==> src/rtl/log2u_pkg.sv <==
package log2u_pkg;

    localparam int FLT_W      = 32;
    localparam int FLT_MAN_W  = 23;
    localparam int FLT_EXP_W  = 8;
    localparam int FLT_BIAS   = 127;
    localparam int IDX_W      = 4;
    localparam int LUT_W      = 8;

    typedef enum logic [1:0] {
        CLS_FINITE  = 2'd0,
        CLS_ZERO    = 2'd1,
        CLS_INVALID = 2'd2,
        CLS_POSINF  = 2'd3
    } log2u_cls_e;

    // Midpoint table: round(256*log2(1+(k+0.5)/16))
    function automatic logic [LUT_W-1:0] frac_lut(input logic [IDX_W-1:0] k);
        logic [LUT_W-1:0] r;
        unique case (k)
            4'd0:  r = 8'd11;
            4'd1:  r = 8'd33;
            4'd2:  r = 8'd54;
            4'd3:  r = 8'd73;
            4'd4:  r = 8'd92;
            4'd5:  r = 8'd109;
            4'd6:  r = 8'd126;
            4'd7:  r = 8'd142;
            4'd8:  r = 8'd157;
            4'd9:  r = 8'd172;
            4'd10: r = 8'd186;
            4'd11: r = 8'd200;
            4'd12: r = 8'd213;
            4'd13: r = 8'd226;
            4'd14: r = 8'd238;
            4'd15: r = 8'd250;
            default: r = '0;
        endcase
        return r;
    endfunction

endpackage

==> src/rtl/log2u_decode.sv <==
module log2u_decode
    import log2u_pkg::*;
#(
    parameter int DATA_W   = 32,
    parameter int FIX_FRAC = 16,
    parameter int INT_W    = 8,
    localparam int SH_W    = $clog2(DATA_W)
) (
    input  logic                    clk,
    input  logic                    rst,
    input  logic                    in_valid,
    input  logic                    in_fixed,
    input  logic [DATA_W-1:0]       in_data,
    output logic                    s1_valid,
    output log2u_cls_e              s1_cls,
    output logic signed [INT_W-1:0] s1_int,
    output logic [DATA_W-1:0]       s1_mag,
    output logic [SH_W-1:0]         s1_shamt
);

    localparam int PAD_W = DATA_W - FLT_MAN_W - 1;

    logic                 f_sign;
    logic [FLT_EXP_W-1:0] f_exp;
    logic [FLT_MAN_W-1:0] f_man;
    logic [SH_W-1:0]      lead;

    log2u_cls_e              cls_d;
    logic signed [INT_W-1:0] int_d;
    logic [DATA_W-1:0]       mag_d;
    logic [SH_W-1:0]         sh_d;

    assign f_sign = in_data[FLT_W-1];
    assign f_exp  = in_data[FLT_W-2 -: FLT_EXP_W];
    assign f_man  = in_data[FLT_MAN_W-1:0];

    always_comb begin
        lead = '0;
        for (int i = 0; i < DATA_W; i++) begin
            if (in_data[i]) lead = SH_W'(i);
        end
    end

    always_comb begin
        cls_d = CLS_FINITE;
        int_d = '0;
        mag_d = '0;
        sh_d  = '0;
        if (in_fixed) begin
            cls_d = (in_data == '0) ? CLS_ZERO : CLS_FINITE;
            int_d = INT_W'(int'(lead) - FIX_FRAC);
            mag_d = in_data;
            sh_d  = SH_W'(DATA_W - 1) - lead;
        end else begin
            int_d = INT_W'(int'(f_exp) - FLT_BIAS);
            mag_d = {1'b1, f_man, {PAD_W{1'b0}}};
            if (f_exp == '0)
                cls_d = CLS_ZERO;
            else if (f_exp == '1 && f_man != '0)
                cls_d = CLS_INVALID;
            else if (f_sign)
                cls_d = CLS_INVALID;
            else if (f_exp == '1)
                cls_d = CLS_POSINF;
            else
                cls_d = CLS_FINITE;
        end
    end

    always_ff @(posedge clk) begin
        if (rst) s1_valid <= 1'b0;
        else     s1_valid <= in_valid;
    end

    always_ff @(posedge clk) begin
        s1_cls   <= cls_d;
        s1_int   <= int_d;
        s1_mag   <= mag_d;
        s1_shamt <= sh_d;
    end

    AST_FIX_NONZERO_FINITE: assert property (@(posedge clk) disable iff (rst)
        in_valid && in_fixed && in_data != '0 |=> s1_valid && s1_cls == CLS_FINITE);
    AST_FLT_ZERO_EXP: assert property (@(posedge clk) disable iff (rst)
        in_valid && !in_fixed && in_data[FLT_W-2 -: FLT_EXP_W] == '0 |=> s1_cls == CLS_ZERO);

endmodule

==> src/rtl/log2u_norm.sv <==
module log2u_norm
    import log2u_pkg::*;
#(
    parameter int DATA_W   = 32,
    parameter int INT_W    = 8,
    localparam int SH_W    = $clog2(DATA_W),
    localparam int TOP_W   = IDX_W + 1
) (
    input  logic                    clk,
    input  logic                    rst,
    input  logic                    s1_valid,
    input  log2u_cls_e              s1_cls,
    input  logic signed [INT_W-1:0] s1_int,
    input  logic [DATA_W-1:0]       s1_mag,
    input  logic [SH_W-1:0]         s1_shamt,
    output logic                    s2_valid,
    output log2u_cls_e              s2_cls,
    output logic signed [INT_W-1:0] s2_int,
    output logic [IDX_W-1:0]        s2_idx
);

    logic [TOP_W-1:0] top_w;

    // leading one plus the IDX_W bits beneath it after alignment
    assign top_w = TOP_W'((s1_mag << s1_shamt) >> (DATA_W - TOP_W));

    always_ff @(posedge clk) begin
        if (rst) s2_valid <= 1'b0;
        else     s2_valid <= s1_valid;
    end

    always_ff @(posedge clk) begin
        s2_cls <= s1_cls;
        s2_int <= s1_int;
        s2_idx <= top_w[IDX_W-1:0];
    end

    AST_ALIGNED_LEAD: assert property (@(posedge clk) disable iff (rst)
        s1_valid && s1_cls == CLS_FINITE |-> top_w[IDX_W]);

endmodule

==> src/rtl/log2u_assemble.sv <==
module log2u_assemble
    import log2u_pkg::*;
#(
    parameter int INT_W    = 8,
    localparam int RES_W   = INT_W + LUT_W
) (
    input  logic                    clk,
    input  logic                    rst,
    input  logic                    s2_valid,
    input  log2u_cls_e              s2_cls,
    input  logic signed [INT_W-1:0] s2_int,
    input  logic [IDX_W-1:0]        s2_idx,
    output logic                    out_valid,
    output logic [RES_W-1:0]        out_res,
    output logic                    out_err
);

    localparam logic [RES_W-1:0] RES_MIN = {1'b1, {(RES_W-1){1'b0}}};
    localparam logic [RES_W-1:0] RES_MAX = {1'b0, {(RES_W-1){1'b1}}};

    logic [RES_W-1:0] res_d;
    logic             err_d;

    always_comb begin
        res_d = '0;
        err_d = 1'b0;
        unique case (s2_cls)
            CLS_FINITE:  res_d = {s2_int, frac_lut(s2_idx)};
            CLS_ZERO:    begin res_d = RES_MIN; err_d = 1'b1; end
            CLS_INVALID: begin res_d = '0;      err_d = 1'b1; end
            CLS_POSINF:  res_d = RES_MAX;
            default:     res_d = '0;
        endcase
    end

    always_ff @(posedge clk) begin
        if (rst) out_valid <= 1'b0;
        else     out_valid <= s2_valid;
    end

    always_ff @(posedge clk) begin
        out_res <= res_d;
        out_err <= err_d;
    end

    AST_ZERO_TO_MIN: assert property (@(posedge clk) disable iff (rst)
        s2_valid && s2_cls == CLS_ZERO |=> out_valid && out_err && out_res == RES_MIN);
    AST_INVALID_TO_NULL: assert property (@(posedge clk) disable iff (rst)
        s2_valid && s2_cls == CLS_INVALID |=> out_valid && out_err && out_res == '0);
    AST_INF_TO_MAX: assert property (@(posedge clk) disable iff (rst)
        s2_valid && s2_cls == CLS_POSINF |=> out_valid && !out_err && out_res == RES_MAX);

endmodule

==> src/rtl/log2u_top.sv <==
module log2u_top
    import log2u_pkg::*;
#(
    parameter int DATA_W   = 32,
    parameter int FIX_FRAC = 16,
    parameter int INT_W    = 8,
    localparam int SH_W    = $clog2(DATA_W),
    localparam int RES_W   = INT_W + LUT_W
) (
    input  logic              clk,
    input  logic              rst,
    input  logic              in_valid,
    input  logic              in_fixed,
    input  logic [DATA_W-1:0] in_data,
    output logic              out_valid,
    output logic [RES_W-1:0]  out_res,
    output logic              out_err
);

    logic                    s1_valid;
    log2u_cls_e              s1_cls;
    logic signed [INT_W-1:0] s1_int;
    logic [DATA_W-1:0]       s1_mag;
    logic [SH_W-1:0]         s1_shamt;

    logic                    s2_valid;
    log2u_cls_e              s2_cls;
    logic signed [INT_W-1:0] s2_int;
    logic [IDX_W-1:0]        s2_idx;

    log2u_decode #(.DATA_W(DATA_W), .FIX_FRAC(FIX_FRAC), .INT_W(INT_W)) u_decode (
        .clk(clk), .rst(rst), .in_valid(in_valid), .in_fixed(in_fixed), .in_data(in_data),
        .s1_valid(s1_valid), .s1_cls(s1_cls), .s1_int(s1_int), .s1_mag(s1_mag),
        .s1_shamt(s1_shamt)
    );

    log2u_norm #(.DATA_W(DATA_W), .INT_W(INT_W)) u_norm (
        .clk(clk), .rst(rst), .s1_valid(s1_valid), .s1_cls(s1_cls), .s1_int(s1_int),
        .s1_mag(s1_mag), .s1_shamt(s1_shamt), .s2_valid(s2_valid), .s2_cls(s2_cls),
        .s2_int(s2_int), .s2_idx(s2_idx)
    );

    log2u_assemble #(.INT_W(INT_W)) u_assemble (
        .clk(clk), .rst(rst), .s2_valid(s2_valid), .s2_cls(s2_cls), .s2_int(s2_int),
        .s2_idx(s2_idx), .out_valid(out_valid), .out_res(out_res), .out_err(out_err)
    );

    // cycles since reset, saturating, so the latency check never looks before reset
    logic [1:0] since_rst;
    always_ff @(posedge clk) begin
        if (rst)                  since_rst <= '0;
        else if (since_rst != '1) since_rst <= since_rst + 2'd1;
    end

    AST_FIXED_LATENCY: assert property (@(posedge clk) disable iff (rst)
        since_rst == '1 |-> out_valid == $past(in_valid, 3));
    AST_RESET_QUIET: assert property (@(posedge clk)
        $past(rst) |-> !out_valid);

endmodule

==> config.mk <==
export PLATFORM = sky130hd
export DESIGN_NAME = log2u_top
export DESIGN_NICKNAME = d
export VERILOG_FILES = /design/src/rtl/log2u_pkg.sv /design/src/rtl/log2u_decode.sv /design/src/rtl/log2u_norm.sv /design/src/rtl/log2u_assemble.sv /design/src/rtl/log2u_top.sv
export SDC_FILE = /design/constraint.sdc
export NUM_CORES = 1
export LEC_CHECK = 0
export BUFFER_PORTS_ARGS = -buffer_cell sky130_fd_sc_hd__buf_2
export CAP_MARGIN = 10
export CELL_PAD_IN_SITES_DETAIL_PLACEMENT = 0
export CELL_PAD_IN_SITES_GLOBAL_PLACEMENT = 2
export CORE_ASPECT_RATIO = 0.6
export CORE_MARGIN = 2
export CORE_UTILIZATION = 38
export CTS_CLUSTER_DIAMETER = 60
export DETAILED_ROUTE_END_ITERATION = 8
export PLACE_DENSITY = 0.9
export SLEW_MARGIN = 30
export SYNTH_ARGS = -nofsm -noshare
export SYNTH_HDL_FRONTEND = slang
export SYNTH_SLANG_ARGS = --single-unit
==> constraint.sdc <==
create_clock -name clk -period 4.6 [get_ports clk]
set_clock_uncertainty 0.05 [all_clocks]
set_input_delay 0.46 -clock clk [delete_from_list [all_inputs] [get_ports clk]]
set_output_delay 0.46 -clock clk [all_outputs]
set_load 0.005 [all_outputs]
==> results.env <==
INITIAL_ANTENNA_VIOLATION_COUNT=0
NUMBER_OF_REMAINING_DRC_ERRORS=0
MULTI_INPUT_COMB_AREA_MM2=0.00221
GRT_MAX_DEGREE=47
GRT_OVERFLOW=0
PLACEMENTROWS=29
GRT_FIRST_PASS_WIRELENGTH_MM=16.6
TIMING.CRITICAL_PATH.DEPTH=9
POSTCTSSETUPBUFFERS=0
GRTUSAGEMET2=0.239
COREAREA_MM2=0.0105
SYNTH_SEQUENTIAL_AREA_RATIO=0.411
NETS_IN_THE_SYNTHESIZED_NETLIST=490
TIGHTEST_SLEW_PS=917
FIRST_PASS_ITERS=5
FINAL-SETUP-VIOL-COUNT=0
SYNTH.YOSYS.WARNINGS=0
CP_TOP_FAMILY='compound AO/OA/AOI/OAI gates'
HTREE_LEVELS=3
CRIT_ARRIVAL_PS=3310
SYNTH_XOR_XNOR_AREA_SHARE=0.0128
GLOBALPLACE.CONGESTION=0.891
SYNTH_TOP_FAMILY_BY_AREA='multiplexers'
PATH_CELLS='buf_4, mux2i_1, a22oi_1, o311ai_0, o311ai_2, inv_1, ha_1, mux2i_1, o221ai_1'
DRV.MAX_CAP_VIOLATION_COUNT=0
VDD_DROP_MAX_V=0.000240
CTS_SINKS=84
CP_NUM_BUF_INV=2
GRTUSAGEMET1=0.292
FINISH.UTILIZATION=0.452
CLK_ROOT_BUFFER_CELL='sky130_fd_sc_hd__clkbuf_16'
HOLD_BUFFERS=0
FILLER_CELL_COUNT=1028
SYNTHCELLS=442
VIAS=3374
CRIT_PATH_MAX_FANOUT=23
GRT_PASS1_VIAS=3215
DIE_HEIGHT_UM=84.4
DIODES=0
HIGHEST_CELL_DELAY_ON_THE_WORST_TIMING_PATH_PS=920
MAX_FREQ_GHz=0.315
AREA_GROWTH_SYN_TO_LAYOUT_PCT=16.2
YOSYSTOPAREACELL='sky130_fd_sc_hd__dfxtp_1'
MAXSLEWVIOLCOUNT=0
RSZ0062_AT_GRT='false'
GRT.MET3_USAGE=0.0531
GLOBALROUTETOTALUTIL=0.186
FIN_CRIT_SH=0.691
POST-PLACE-CELLS=612
REG2REGPATHDEPTH=9
START_UTIL=0.389
CP_DATA_REQUIRED_TIME_PS=4730
SETUP.WORST_PATH.CLASS='flop to flop'
DR.FIRST_ITER.DRC_COUNT=301
IO_BUFFER_COUNT=53
P_LEAK_nW=1.98
CTS_MADE_BUFFERS=9
POST_SYNTH_MAIN_AREA_CONTRIBUTORS='sky130_fd_sc_hd__dfxtp_1, sky130_fd_sc_hd__mux2_2, sky130_fd_sc_hd__mux2i_1'
SYNTH_COMPOUND_AREA_FRAC=0.125
SYNTH-ASYNC-RESET-RATIO=0
WL_PER_CELL_UM=16.2
SYNTH_TOP_CELLS_BY_COUNT='sky130_fd_sc_hd__dfxtp_1, sky130_fd_sc_hd__nand2_1, sky130_fd_sc_hd__mux2i_1'
WORSTSETUPENDPOINTTYPE='flop'
POWER.DENSITY_CELL_AREA_mW_PER_MM2=393
NETS=532
REGAREA_MM2=0.00168
NETLIST.AREA_LEADER.SHARE=0.411
DIE_W_UM=138
FP.DIEAREA_MM2=0.0116
FINAL_LAYOUT_SIZE_SUFFIX_GT1_FRAC=0.223
SYNTH_SIMPLE_GATE_AREA_FRAC=0.179
MIN_DELAY_PATH_CLASS='primary input to flop'
SLEW_HEADROOM=0.388
NUMBER_OF_CELLS_ON_THE_WORST_HOLD_PATH=2
ROUTE.DETAILED.VIAS_PER_INST=5.38
MAPPED_AVG_CELL_AREA_UM2=9.25
FLOP_AND_LATCH_COUNT_OUT_OF_SYNTHESIS=84
CTS-ROOT-TO-SINK-BUFFERS=2
YS_DOMINANT_REG_CELL='sky130_fd_sc_hd__dfxtp_1'
SYNTH_MUX_AREA_FRAC=0.187
TNS_PS=0
HOLD_VIOL=0
WORST_PATH_MOST_REPEATED_CELL='sky130_fd_sc_hd__mux2i_1'
ROUTE.ANTENNA.REMAINING_NETS=0
SYNTH-ADDER-AREA-SHARE=0.0367
TIMING.CRITICAL_PATH.FROM_TYPE='flop'
CRITPATHSLOWESTCELL='sky130_fd_sc_hd__dfxtp_1'
PERIOD_MINUS_WS_FINAL_PS=3180
SYNTH_ENABLE_FLOP_CELLS=0
ROUTE.FINAL.WIRE_LENGTH_MM=10.1
SYNTHMOSTINSTANTIATEDCELL='sky130_fd_sc_hd__dfxtp_1'
SYNTH_AREA_MM2=0.00409
CLOCK_TREE_FROM_TRITONCTS='done'
PIN_COUNT=54
STATUS='finished clean'
CLK_LATENCY_PS=330
POST_CTS_RESIZED=0
FINAL_CELLS=627
WORST_PATH_CLK_SLEW_PS=60
SYNTH_CELL_TYPES=54
GLOBALROUTE.BUSIESTLAYER='met1'
DPL.HPWL_MM=7.62
-- cells in the final DEF (no fill, tap or decap), drive strengths merged, types with 5 or more instances in the layout --
cell / n
nor4: 7
mux2i: 31
nand2b: 5
inv: 20
mux4: 6
nand2: 59
nor3: 8
a21oi: 13
o21ai: 26
nor2: 28
clkbuf: 10
and2: 9
dfxtp: 84
nor2b: 9
nand3: 9
mux2: 28
buf: 56
nand4: 8
ha: 12
-- layout make-up --
cell class	instances	area share
repair buffers	56	0.0606
multi-input cells	314	0.466
well taps	139	0.0366
clock inverters	5	0.0179
clock buffers	10	0.0503
inverters	19	0.0150
flip-flops and latches	84	0.354
-- per-layer routing --
layer | vias up | share of wire
met5 | - | 0
met4 | 0 | 0.0086
met3 | 7 | 0.086
met2 | 143 | 0.38
met1 | 1579 | 0.52
li1 | 1645 | -
-- registers in the layout, summed over array words and instances, names as in the netlist, named ones only --
signal	count
u_decode.s1_mag	31
u_assemble.out_res	16
u_decode.s1_int	8
u_norm.s2_int	8
u_decode.s1_shamt	5
u_decode.s1_cls	2
u_norm.s2_cls	2
u_assemble.out_err	1
u_assemble.out_valid	1
u_decode.s1_valid	1
u_norm.s2_valid	1
-- power breakdown --
| group | leakage, nW | switching (W) | internal, W |
|---|---|---|---|
| clock | 0.155 | 0.000277 | 0.000490 |
| combinational | 1.12 | 0.000141 | 0.000121 |
| sequential | 0.703 | 0.0000385 | 0.000801 |
| total | 1.98 | 0.000456 | 0.00141 |
-- stage by stage --
step / setup WS [ps] / cell area (um^2) / hold slack, ps / power (W)
detailed placement: 1500 / 4430 / 264 / 0.00111
global placement: 1590 / 4430 / 263 / 0.00111
finish: 1420 / 4750 / 266 / 0.00187
CTS: 1460 / 4750 / 252 / 0.00188
floorplan: 2120 / 4090 / 260 / 0.00102
global route: 1150 / 4750 / 264 / 0.00196
-- cells by family (layout without fill, tap and decap cells) --
logic type	after synthesis	in the layout
mux	65	65
buf+inv	44	90
compound gates	78	78
fa+ha+maj	12	12
flops	84	84
xor+xnor	6	6
simple gates	153	153
-- final timing paths --
check / start / slack (ps) / end
worst min-delay path: rst / 270 / u_decode.s1_valid
worst min register to register: u_decode.s1_int[6] / 280 / u_norm.s2_int[6]
worst max-delay path: u_decode.s1_shamt[2] / 1420 / flop
worst max register to register: u_decode.s1_shamt[2] / 1420 / flop
(Power assumes the default switching activity.)
